$ cat src/rtl/wpc_pkg.sv
package wpc_pkg;
  typedef enum logic [1:0] {
    ST_IDLE  = 2'd0,
    ST_EVICT = 2'd1,
    ST_FILL  = 2'd2,
    ST_STORE = 2'd3
  } wpc_state_e;
endpackage

$ cat src/rtl/wpc_tag_store.sv
module wpc_tag_store #(
  parameter int NUM_WAYS = 2,
  parameter int NUM_SETS = 4,
  parameter int TAG_W    = 8,
  parameter int IDX_W    = 2,
  parameter int WAY_W    = 1
) (
  input  logic                            clk,
  input  logic                            rst_n,
  input  logic [IDX_W-1:0]                lk_idx,
  input  logic [TAG_W-1:0]                lk_tag,
  input  logic                            fill_en,
  input  logic [WAY_W-1:0]                fill_way,
  input  logic                            dset_en,
  input  logic [WAY_W-1:0]                dset_way,
  input  logic                            dclr_en,
  input  logic [WAY_W-1:0]                dclr_way,
  output logic [NUM_WAYS-1:0]             hit_vec,
  output logic [NUM_WAYS-1:0]             valid_vec,
  output logic [NUM_WAYS-1:0]             dirty_vec,
  output logic [NUM_WAYS-1:0][TAG_W-1:0]  tag_vec
);
  logic [NUM_SETS-1:0] valid_q [NUM_WAYS];
  logic [NUM_SETS-1:0] dirty_q [NUM_WAYS];
  logic [TAG_W-1:0]    tag_q   [NUM_WAYS][NUM_SETS];

  for (genvar w = 0; w < NUM_WAYS; w++) begin : g_way
    logic fill_me, dset_me, dclr_me;
    assign fill_me = fill_en && (fill_way == WAY_W'(w));
    assign dset_me = dset_en && (dset_way == WAY_W'(w));
    assign dclr_me = dclr_en && (dclr_way == WAY_W'(w));

    always_ff @(posedge clk or negedge rst_n) begin
      if (!rst_n) begin
        valid_q[w] <= '0;
        dirty_q[w] <= '0;
      end else begin
        if (fill_me) begin
          valid_q[w][lk_idx] <= 1'b1;
          dirty_q[w][lk_idx] <= 1'b0;
        end
        if (dset_me) dirty_q[w][lk_idx] <= 1'b1;
        if (dclr_me) dirty_q[w][lk_idx] <= 1'b0;
      end
    end

    always_ff @(posedge clk) begin
      if (fill_me) tag_q[w][lk_idx] <= lk_tag;
    end

    assign valid_vec[w] = valid_q[w][lk_idx];
    assign dirty_vec[w] = dirty_q[w][lk_idx];
    assign tag_vec[w]   = tag_q[w][lk_idx];
    assign hit_vec[w]   = valid_q[w][lk_idx] && (tag_q[w][lk_idx] == lk_tag);
  end
endmodule

$ cat src/rtl/wpc_lru.sv
module wpc_lru #(
  parameter int NUM_WAYS = 2,
  parameter int NUM_SETS = 4,
  parameter int IDX_W    = 2,
  parameter int WAY_W    = 1
) (
  input  logic             clk,
  input  logic             rst_n,
  input  logic [IDX_W-1:0] idx,
  input  logic             touch_en,
  input  logic [WAY_W-1:0] touch_way,
  output logic [WAY_W-1:0] victim_way
);
  localparam logic [WAY_W-1:0] OLDEST = WAY_W'(NUM_WAYS - 1);

  // Per-set age per way; ages form a permutation, 0 = most recent.
  logic [WAY_W-1:0] age_q [NUM_SETS][NUM_WAYS];
  logic [WAY_W-1:0] touched_age;

  assign touched_age = age_q[idx][touch_way];

  always_ff @(posedge clk or negedge rst_n) begin
    if (!rst_n) begin
      for (int s = 0; s < NUM_SETS; s++)
        for (int w = 0; w < NUM_WAYS; w++)
          age_q[s][w] <= WAY_W'(w);
    end else if (touch_en) begin
      for (int w = 0; w < NUM_WAYS; w++) begin
        if (WAY_W'(w) == touch_way)
          age_q[idx][w] <= '0;
        else if (age_q[idx][w] < touched_age)
          age_q[idx][w] <= age_q[idx][w] + 1'b1;
      end
    end
  end

  always_comb begin
    victim_way = '0;
    for (int w = 0; w < NUM_WAYS; w++)
      if (age_q[idx][w] == OLDEST) victim_way = WAY_W'(w);
  end
endmodule

$ cat src/rtl/wpc_data_store.sv
module wpc_data_store #(
  parameter int WORD_W     = 32,
  parameter int NUM_WAYS   = 2,
  parameter int NUM_SETS   = 4,
  parameter int LINE_WORDS = 4,
  parameter int WAY_W      = 1,
  parameter int IDX_W      = 2,
  parameter int OFF_W      = 2
) (
  input  logic              clk,
  input  logic              wr_en,
  input  logic [WAY_W-1:0]  wr_way,
  input  logic [IDX_W-1:0]  idx,
  input  logic [OFF_W-1:0]  wr_off,
  input  logic [WORD_W-1:0] wr_data,
  input  logic [WAY_W-1:0]  rd_way,
  input  logic [OFF_W-1:0]  rd_off,
  output logic [WORD_W-1:0] rd_data
);
  localparam int LOC_W = WAY_W + IDX_W + OFF_W;
  localparam int DEPTH = 1 << LOC_W;

  logic [WORD_W-1:0] word_q [DEPTH];
  logic [LOC_W-1:0]  wr_loc, rd_loc;

  assign wr_loc = {wr_way, idx, wr_off};
  assign rd_loc = {rd_way, idx, rd_off};

  always_ff @(posedge clk) begin
    if (wr_en) word_q[wr_loc] <= wr_data;
  end

  assign rd_data = word_q[rd_loc];
endmodule

$ cat src/rtl/wpcache_ctrl.sv
module wpcache_ctrl
  import wpc_pkg::*;
#(
  parameter int ADDR_W     = 12,
  parameter int WORD_W     = 32,
  parameter int LINE_WORDS = 4,
  parameter int NUM_SETS   = 4,
  parameter int NUM_WAYS   = 2,
  parameter int WRITE_BACK = 1
) (
  input  logic              clk,
  input  logic              rst_n,
  input  logic              cpu_req,
  input  logic              cpu_we,
  input  logic [ADDR_W-1:0] cpu_addr,
  input  logic [WORD_W-1:0] cpu_wdata,
  output logic              cpu_done,
  output logic              cpu_hit,
  output logic [WORD_W-1:0] cpu_rdata,
  output logic              mem_req,
  output logic              mem_we,
  output logic [ADDR_W-1:0] mem_addr,
  output logic [WORD_W-1:0] mem_wdata,
  input  logic              mem_ack,
  input  logic [WORD_W-1:0] mem_rdata
);
  localparam int  OFF_W = $clog2(LINE_WORDS);
  localparam int  IDX_W = $clog2(NUM_SETS);
  localparam int  TAG_W = ADDR_W - OFF_W - IDX_W;
  localparam int  WAY_W = (NUM_WAYS > 1) ? $clog2(NUM_WAYS) : 1;
  localparam bit  WB    = (WRITE_BACK != 0);
  localparam logic [OFF_W-1:0] LAST_OFF = OFF_W'(LINE_WORDS - 1);

  // Reset: asserted asynchronously, released on the clock.
  logic [1:0] rst_sync_q;
  logic       rst_ni;
  always_ff @(posedge clk or negedge rst_n) begin
    if (!rst_n) rst_sync_q <= '0;
    else        rst_sync_q <= {rst_sync_q[0], 1'b1};
  end
  assign rst_ni = rst_sync_q[1];

  // Address fields
  logic [OFF_W-1:0] a_off;
  logic [IDX_W-1:0] a_idx;
  logic [TAG_W-1:0] a_tag;
  assign a_off = cpu_addr[OFF_W-1:0];
  assign a_idx = cpu_addr[OFF_W +: IDX_W];
  assign a_tag = cpu_addr[ADDR_W-1 -: TAG_W];

  // State
  wpc_state_e       state_q, state_d;
  logic [OFF_W-1:0] cnt_q, cnt_d;
  logic [WAY_W-1:0] vic_q, vic_d;
  logic             miss_q, miss_d;

  // Lookup and update wiring
  logic [NUM_WAYS-1:0]            hit_vec, valid_vec, dirty_vec;
  logic [NUM_WAYS-1:0][TAG_W-1:0] tag_vec;
  logic                           hit;
  logic [WAY_W-1:0]               hit_way, lru_victim;
  logic                           fill_en, dset_en, dclr_en, touch_en;
  logic [WAY_W-1:0]               touch_way;
  logic                           dw_en;
  logic [WAY_W-1:0]               dw_way, dr_way;
  logic [OFF_W-1:0]               dw_off, dr_off;
  logic [WORD_W-1:0]              dw_data, dr_data;

  wpc_tag_store #(
    .NUM_WAYS(NUM_WAYS), .NUM_SETS(NUM_SETS), .TAG_W(TAG_W),
    .IDX_W(IDX_W), .WAY_W(WAY_W)
  ) u_tags (
    .clk(clk), .rst_n(rst_ni), .lk_idx(a_idx), .lk_tag(a_tag),
    .fill_en(fill_en), .fill_way(vic_q),
    .dset_en(dset_en), .dset_way(hit_way),
    .dclr_en(dclr_en), .dclr_way(vic_q),
    .hit_vec(hit_vec), .valid_vec(valid_vec), .dirty_vec(dirty_vec),
    .tag_vec(tag_vec)
  );

  wpc_lru #(
    .NUM_WAYS(NUM_WAYS), .NUM_SETS(NUM_SETS), .IDX_W(IDX_W), .WAY_W(WAY_W)
  ) u_lru (
    .clk(clk), .rst_n(rst_ni), .idx(a_idx),
    .touch_en(touch_en), .touch_way(touch_way), .victim_way(lru_victim)
  );

  wpc_data_store #(
    .WORD_W(WORD_W), .NUM_WAYS(NUM_WAYS), .NUM_SETS(NUM_SETS),
    .LINE_WORDS(LINE_WORDS), .WAY_W(WAY_W), .IDX_W(IDX_W), .OFF_W(OFF_W)
  ) u_data (
    .clk(clk), .wr_en(dw_en), .wr_way(dw_way), .idx(a_idx),
    .wr_off(dw_off), .wr_data(dw_data),
    .rd_way(dr_way), .rd_off(dr_off), .rd_data(dr_data)
  );

  assign hit = |hit_vec;
  always_comb begin
    hit_way = '0;
    for (int w = 0; w < NUM_WAYS; w++)
      if (hit_vec[w]) hit_way = WAY_W'(w);
  end

  assign dr_way    = (state_q == ST_EVICT) ? vic_q : hit_way;
  assign dr_off    = (state_q == ST_EVICT) ? cnt_q : a_off;
  assign cpu_rdata = dr_data;

  // Next-state process
  always_comb begin
    state_d   = state_q;
    cnt_d     = cnt_q;
    vic_d     = vic_q;
    miss_d    = miss_q;
    cpu_done  = 1'b0;
    mem_req   = 1'b0;
    mem_we    = 1'b0;
    mem_addr  = {a_tag, a_idx, cnt_q};
    mem_wdata = dr_data;
    fill_en   = 1'b0;
    dset_en   = 1'b0;
    dclr_en   = 1'b0;
    touch_en  = 1'b0;
    touch_way = hit_way;
    dw_en     = 1'b0;
    dw_way    = hit_way;
    dw_off    = a_off;
    dw_data   = cpu_wdata;
    unique case (state_q)
      ST_IDLE: begin
        if (cpu_req) begin
          if (cpu_we && !WB) begin
            state_d = ST_STORE;
          end else if (hit) begin
            cpu_done = 1'b1;
            touch_en = 1'b1;
            miss_d   = 1'b0;
            if (cpu_we) begin
              dw_en   = 1'b1;
              dset_en = 1'b1;
            end
          end else begin
            miss_d  = 1'b1;
            vic_d   = lru_victim;
            cnt_d   = '0;
            state_d = (WB && valid_vec[lru_victim] && dirty_vec[lru_victim])
                      ? ST_EVICT : ST_FILL;
          end
        end
      end
      ST_EVICT: begin
        mem_req  = 1'b1;
        mem_we   = 1'b1;
        mem_addr = {tag_vec[vic_q], a_idx, cnt_q};
        if (mem_ack) begin
          cnt_d = cnt_q + 1'b1;
          if (cnt_q == LAST_OFF) begin
            dclr_en = 1'b1;
            state_d = ST_FILL;
          end
        end
      end
      ST_FILL: begin
        mem_req = 1'b1;
        if (mem_ack) begin
          dw_en   = 1'b1;
          dw_way  = vic_q;
          dw_off  = cnt_q;
          dw_data = mem_rdata;
          cnt_d   = cnt_q + 1'b1;
          if (cnt_q == LAST_OFF) begin
            fill_en   = 1'b1;
            touch_en  = 1'b1;
            touch_way = vic_q;
            state_d   = ST_IDLE;
          end
        end
      end
      ST_STORE: begin
        mem_req   = 1'b1;
        mem_we    = 1'b1;
        mem_addr  = cpu_addr;
        mem_wdata = cpu_wdata;
        if (mem_ack) begin
          cpu_done = 1'b1;
          miss_d   = 1'b0;
          state_d  = ST_IDLE;
          if (hit) begin
            dw_en    = 1'b1;
            touch_en = 1'b1;
          end
        end
      end
      default: state_d = ST_IDLE;
    endcase
  end

  assign cpu_hit = cpu_done && ((state_q == ST_STORE) ? hit : !miss_q);

  // Register process
  always_ff @(posedge clk or negedge rst_ni) begin
    if (!rst_ni) begin
      state_q <= ST_IDLE;
      cnt_q   <= '0;
      vic_q   <= '0;
      miss_q  <= 1'b0;
    end else begin
      state_q <= state_d;
      cnt_q   <= cnt_d;
      vic_q   <= vic_d;
      miss_q  <= miss_d;
    end
  end
endmodule

$ cat config.mk
export PLATFORM = sky130hd
export DESIGN_NAME = wpcache_ctrl
export DESIGN_NICKNAME = d
export VERILOG_FILES = /design/src/rtl/wpc_pkg.sv /design/src/rtl/wpc_tag_store.sv /design/src/rtl/wpc_lru.sv /design/src/rtl/wpc_data_store.sv /design/src/rtl/wpcache_ctrl.sv
export SDC_FILE = /design/constraint.sdc
export NUM_CORES = 1
export LEC_CHECK = 0
export BUFFER_PORTS_ARGS = -buffer_cell sky130_fd_sc_hd__buf_2
export CORE_MARGIN = 5
export CORE_UTILIZATION = 36
export CTS_CLUSTER_SIZE = 10
export DETAILED_ROUTE_END_ITERATION = 10
export PLACE_DENSITY = 0.62
export SYNTH_ARGS = -nofsm -noshare
export SYNTH_HDL_FRONTEND = slang
export SYNTH_HIERARCHICAL = 1
export SYNTH_SLANG_ARGS = --single-unit
$ cat constraint.sdc
create_clock -name clk -period 4.27 [get_ports clk]
set_input_delay 0.427 -clock clk [delete_from_list [all_inputs] [get_ports clk]]
set_output_delay 0.427 -clock clk [all_outputs]
set_load 0.005 [all_outputs]
==> impl_metrics.py <==
metrics = {
    "status": {
        "status": "finished, final reports clean",
    },
    "floorplanning": {
        "dieHeight_um": 365.2,
        "initial_core_util": 0.3621,
        "die_area_um2": 133300,
        "core_um2": 125400,
        "io_pins": 161,
        "die_w_um": 365.2,
        "rows": 130,
    },
    "global_route": {
        "grtUsageMet3": 0.03661,
        "overflow": 0,
        "grt_max_degree": 81,
        "busiest_layer": "met2",
        "grt.total_usage": 0.1702,
        "grt_use_met1": 0.2400,
        "grt_pass1_vias": 24660,
        "grt_pass1_wl_um": 167000,
        "use_met2": 0.2695,
        "antenna_found_initial": 6,
    },
    "sta": {
        "slew_headroom": 0.1785,
        "maxClockFrequency_mhz": 238.4,
        "rsz0062_at_grt": "yes",
        "fin_crit_ns": 4.195,
        "fin_skew_ns": 0.03068,
        "hold_violations": 0,
        "setup_slack_ns": 0.07548,
        "maxSlewViolCount": 0,
        "worst_pin_slew_ns": 1.228,
        "setup_viol": 0,
        "period_share": 0.9823,
    },
    "layout": {
        "drive_above_1_share": 0.2291,
        "layout_common_cells": "1088 x edfxtp_1, 526 x mux2i_1, 160 x buf_2",
        "fillers": 10860,
        "layout_commonest_cell": "edfxtp_1",
        "postLayoutCellArea_um2": 53930,
        "final_net_count": 3020,
        "area_growth_pct": 18.75,
    },
    "synthesis": {
        "netlist_instances": 2624,
        "synth-seq-cells": 1120,
        "synth-adder-area-share": 0.001929,
        "synth_compound_area_frac": 0.05020,
        "yosys.area_share.simple": 0.03816,
        "synth-seq-area-share": 0.7372,
        "synthMuxAreaShare": 0.1483,
        "synth_area_per_cell_um2": 17.31,
        "synth-edff-count": 1088,
        "synth-main-ff-cell": "edfxtp_1",
        "synth-xor-area-share": 0.003086,
        "syn-cell-area_um2": 45410,
        "synth_top_family_by_area": "multiplexers",
        "syn_nets": 2712,
        "yosysWarnings": 6,
        "ys_types": 54,
        "synthArstFlopShare": 0.02857,
    },
    "clock_network": {
        "cts_tree": "built",
        "cts_sinks": 1120,
        "cts_buffer_depth": 3,
        "path_clk_slew_ns": 0.05,
        "htreeDepth": 4,
        "cts_made_buffers": 132,
        "clk_latency_ns": 0.73,
        "root_buffer": "clkbuf_16",
    },
    "detailed_routing": {
        "vias_per_cell": 5.407,
        "drc": 0,
        "post_drt_wl_per_cell_um": 25.00,
        "first_iter_violations": 2326,
        "routed-via-count": 24990,
        "drt_wl_total_um": 115500,
        "final_antenna_net_count": 0,
        "dr.pass1.iters": 5,
    },
    "setup_path": {
        "cp-start-kind": "flip-flop",
        "crit_required_ns": 3.84,
        "path_class": "reg2out",
        "max_stage_delay_ns": 0.52,
        "cpMostUsedCell": "nand3_1",
        "critPathCaptureType": "output port",
        "crit_path_cell_trace": "mux4_2 > xnor2_1 > nand3_1 > nor3_2 > mux2_4 > or2_4 > buf_12 > buf_4 > nor3_1 > a31oi_1 > nand3_1 > mux2_2 > buf_2",
        "crit_arrival_ns": 3.77,
        "reg2reg_depth": 14,
        "cp_slowest_cell": "mux4_2",
        "crit_fanout": 15,
    },
    "hold_path": {
        "hp-class": "in2reg",
        "worstHoldPathCells": 1,
    },
    "job": {
        "drv_cap": 0,
    },
    "placed_design": {
        "placed_cell_area_um2": 49590,
        "gp_congestion": 0.7975,
        "hpwl_um": 66250,
        "io_buffers": 160,
        "dp_slack_ns": 0.08004,
    },
    "power": {
        "power_density_nw_per_um2": 469.4,
        "power.leakage_nw": 19.09,
        "power.total_mw": 25.31,
        "ir_worst_vdd_mv": 0.4179,
    },
}
Yosys cell counts (3+ instances only):
library cell | instances | area [um2]
or3b_2 | 3 | 26.28
mux2_2 | 43 | 484.2
nor3_1 | 33 | 165.2
nand3_1 | 104 | 520.5
ha_1 | 7 | 87.58
mux4_2 | 16 | 360.4
a21oi_1 | 104 | 520.5
buf_1 | 15 | 56.30
mux2_4 | 31 | 465.5
or2_2 | 12 | 75.07
mux2i_1 | 526 | 5265
buf_6 | 15 | 168.9
nand2_1 | 115 | 431.7
xnor2_1 | 16 | 140.1
a31oi_1 | 33 | 206.5
nand2b_1 | 11 | 68.82
nor2_1 | 47 | 176.4
clkbuf_1 | 31 | 116.4
and3_1 | 3 | 18.77
o211ai_1 | 3 | 22.52
o21ai_0 | 25 | 125.1
dfstp_2 | 4 | 105.1
dfrtp_1 | 28 | 700.7
inv_1 | 12 | 45.04
a22o_1 | 66 | 578.1
buf_4 | 40 | 300.3
nor3_2 | 3 | 30.03
edfxtp_1 | 1088 | 32670
nand3b_1 | 11 | 82.58
a22oi_1 | 100 | 750.7
mux4_1 | 6 | 157.7
buf_2 | 43 | 215.2
power breakdown:
part	switching (mW)	leakage, nW	internal [mW]
combinational	1.68	7.09	0.835
sequential	0.0793	10.2	12.8
clock	4.20	1.81	5.74
total	5.96	19.1	19.4
registers in the layout (all words and copies together), names as in the netlist, named ones only:
register / flops
cnt_q: 2
u_data/word_q: 1024
u_tags/tag_q: 64
u_lru/age_q: 8
u_tags/dirty_q: 4
vic_q: 1
rst_sync_q: 2
u_tags/valid_q: 8
miss_q: 1
state_q: 2
cell type report:
| class | instances | area (um2) | share of cell area |
|---|---|---|---|
| tap | 1650 | 2064 | 0.03828 |
| multi-input combinational | 1343 | 11540 | 0.2140 |
| antenna | 3 | 7.507 | 0.0001392 |
| inverter | 13 | 48.80 | 0.0009049 |
| clock inverter | 20 | 289.0 | 0.005360 |
| timing repair buffer | 322 | 3073 | 0.05699 |
| clock buffer | 150 | 3423 | 0.06348 |
| sequential | 1120 | 33480 | 0.6208 |
repair_timing:
| action | 4_1_cts | 5_1_grt |
|---|---|---|
| setup buffers | 12 | 2 |
| gates cloned | 4 | 0 |
| pin swaps | 4 | 14 |
| resized for setup | 34 | 34 |
| endpoints found under the setup margin | 32 | 32 |
| hold buffers | 2 | 0 |
| endpoints found under the hold margin | 2 | 0 |
routing by layer:
layer	vias to the layer above	wire length, um
met2	942	53670
li1	10950	-
met1	12940	50500
met3	152	9057
met5	-	25
met4	4	2266
kinds of logic after synthesis:
family	count (synthesis)
flip-flops	1120
multiplexers	622
AND/OR/NAND/NOR	358
AO/OA/AOI/OAI	339
buffers and inverters	161
XOR/XNOR	16
adder cells (fa/ha/maj)	7
other	1
path summary, 6_finish.rpt:
path	startpoint	endpoint	slack, ns
min in group asynchronous	rst_sync_q[1]	u_tags/valid_q[5]	0.26
max	u_tags/tag_q[0][35]	mem_wdata[26]	0.08
max in group asynchronous	rst_n	rst_sync_q[1]	3.59
min reg2reg	rst_sync_q[1]	u_tags/valid_q[5]	0.26
min	cpu_addr[6]	u_tags/tag_q[0][10]	0.07
max reg2reg	u_tags/tag_q[0][35]	u_data/word_q[28][13]	0.49
critical path, delay by kind of cell (launching register included):
kind / cells / cell delay (ns)
muxes: 3 / 1.04
and+or+nand+nor: 5 / 0.74
AOI/OAI and AO/OA: 1 / 0.29
xor gates and xnor gates: 1 / 0.16
DFF: 1 / 0.36
buffers and inverters: 3 / 0.43
metrics by stage:
step | setup TNS, ns | hold WS (ns) | std cells | util
2_1_floorplan | -172.28 | 0.1314 | 2624 | -
3_3_place_gp | 0 | 0.2153 | 4428 | 0.3954
3_5_place_dp | 0 | 0.2165 | 4428 | 0.3954
4_1_cts | 0 | 0.01392 | 4616 | 0.4285
5_1_grt | -0.1688 | 0.04690 | 4618 | 0.4299
6_report | 0 | 0.06827 | 4621 | 0.4300
No activity file was read; power rests on OpenSTA's default activity.
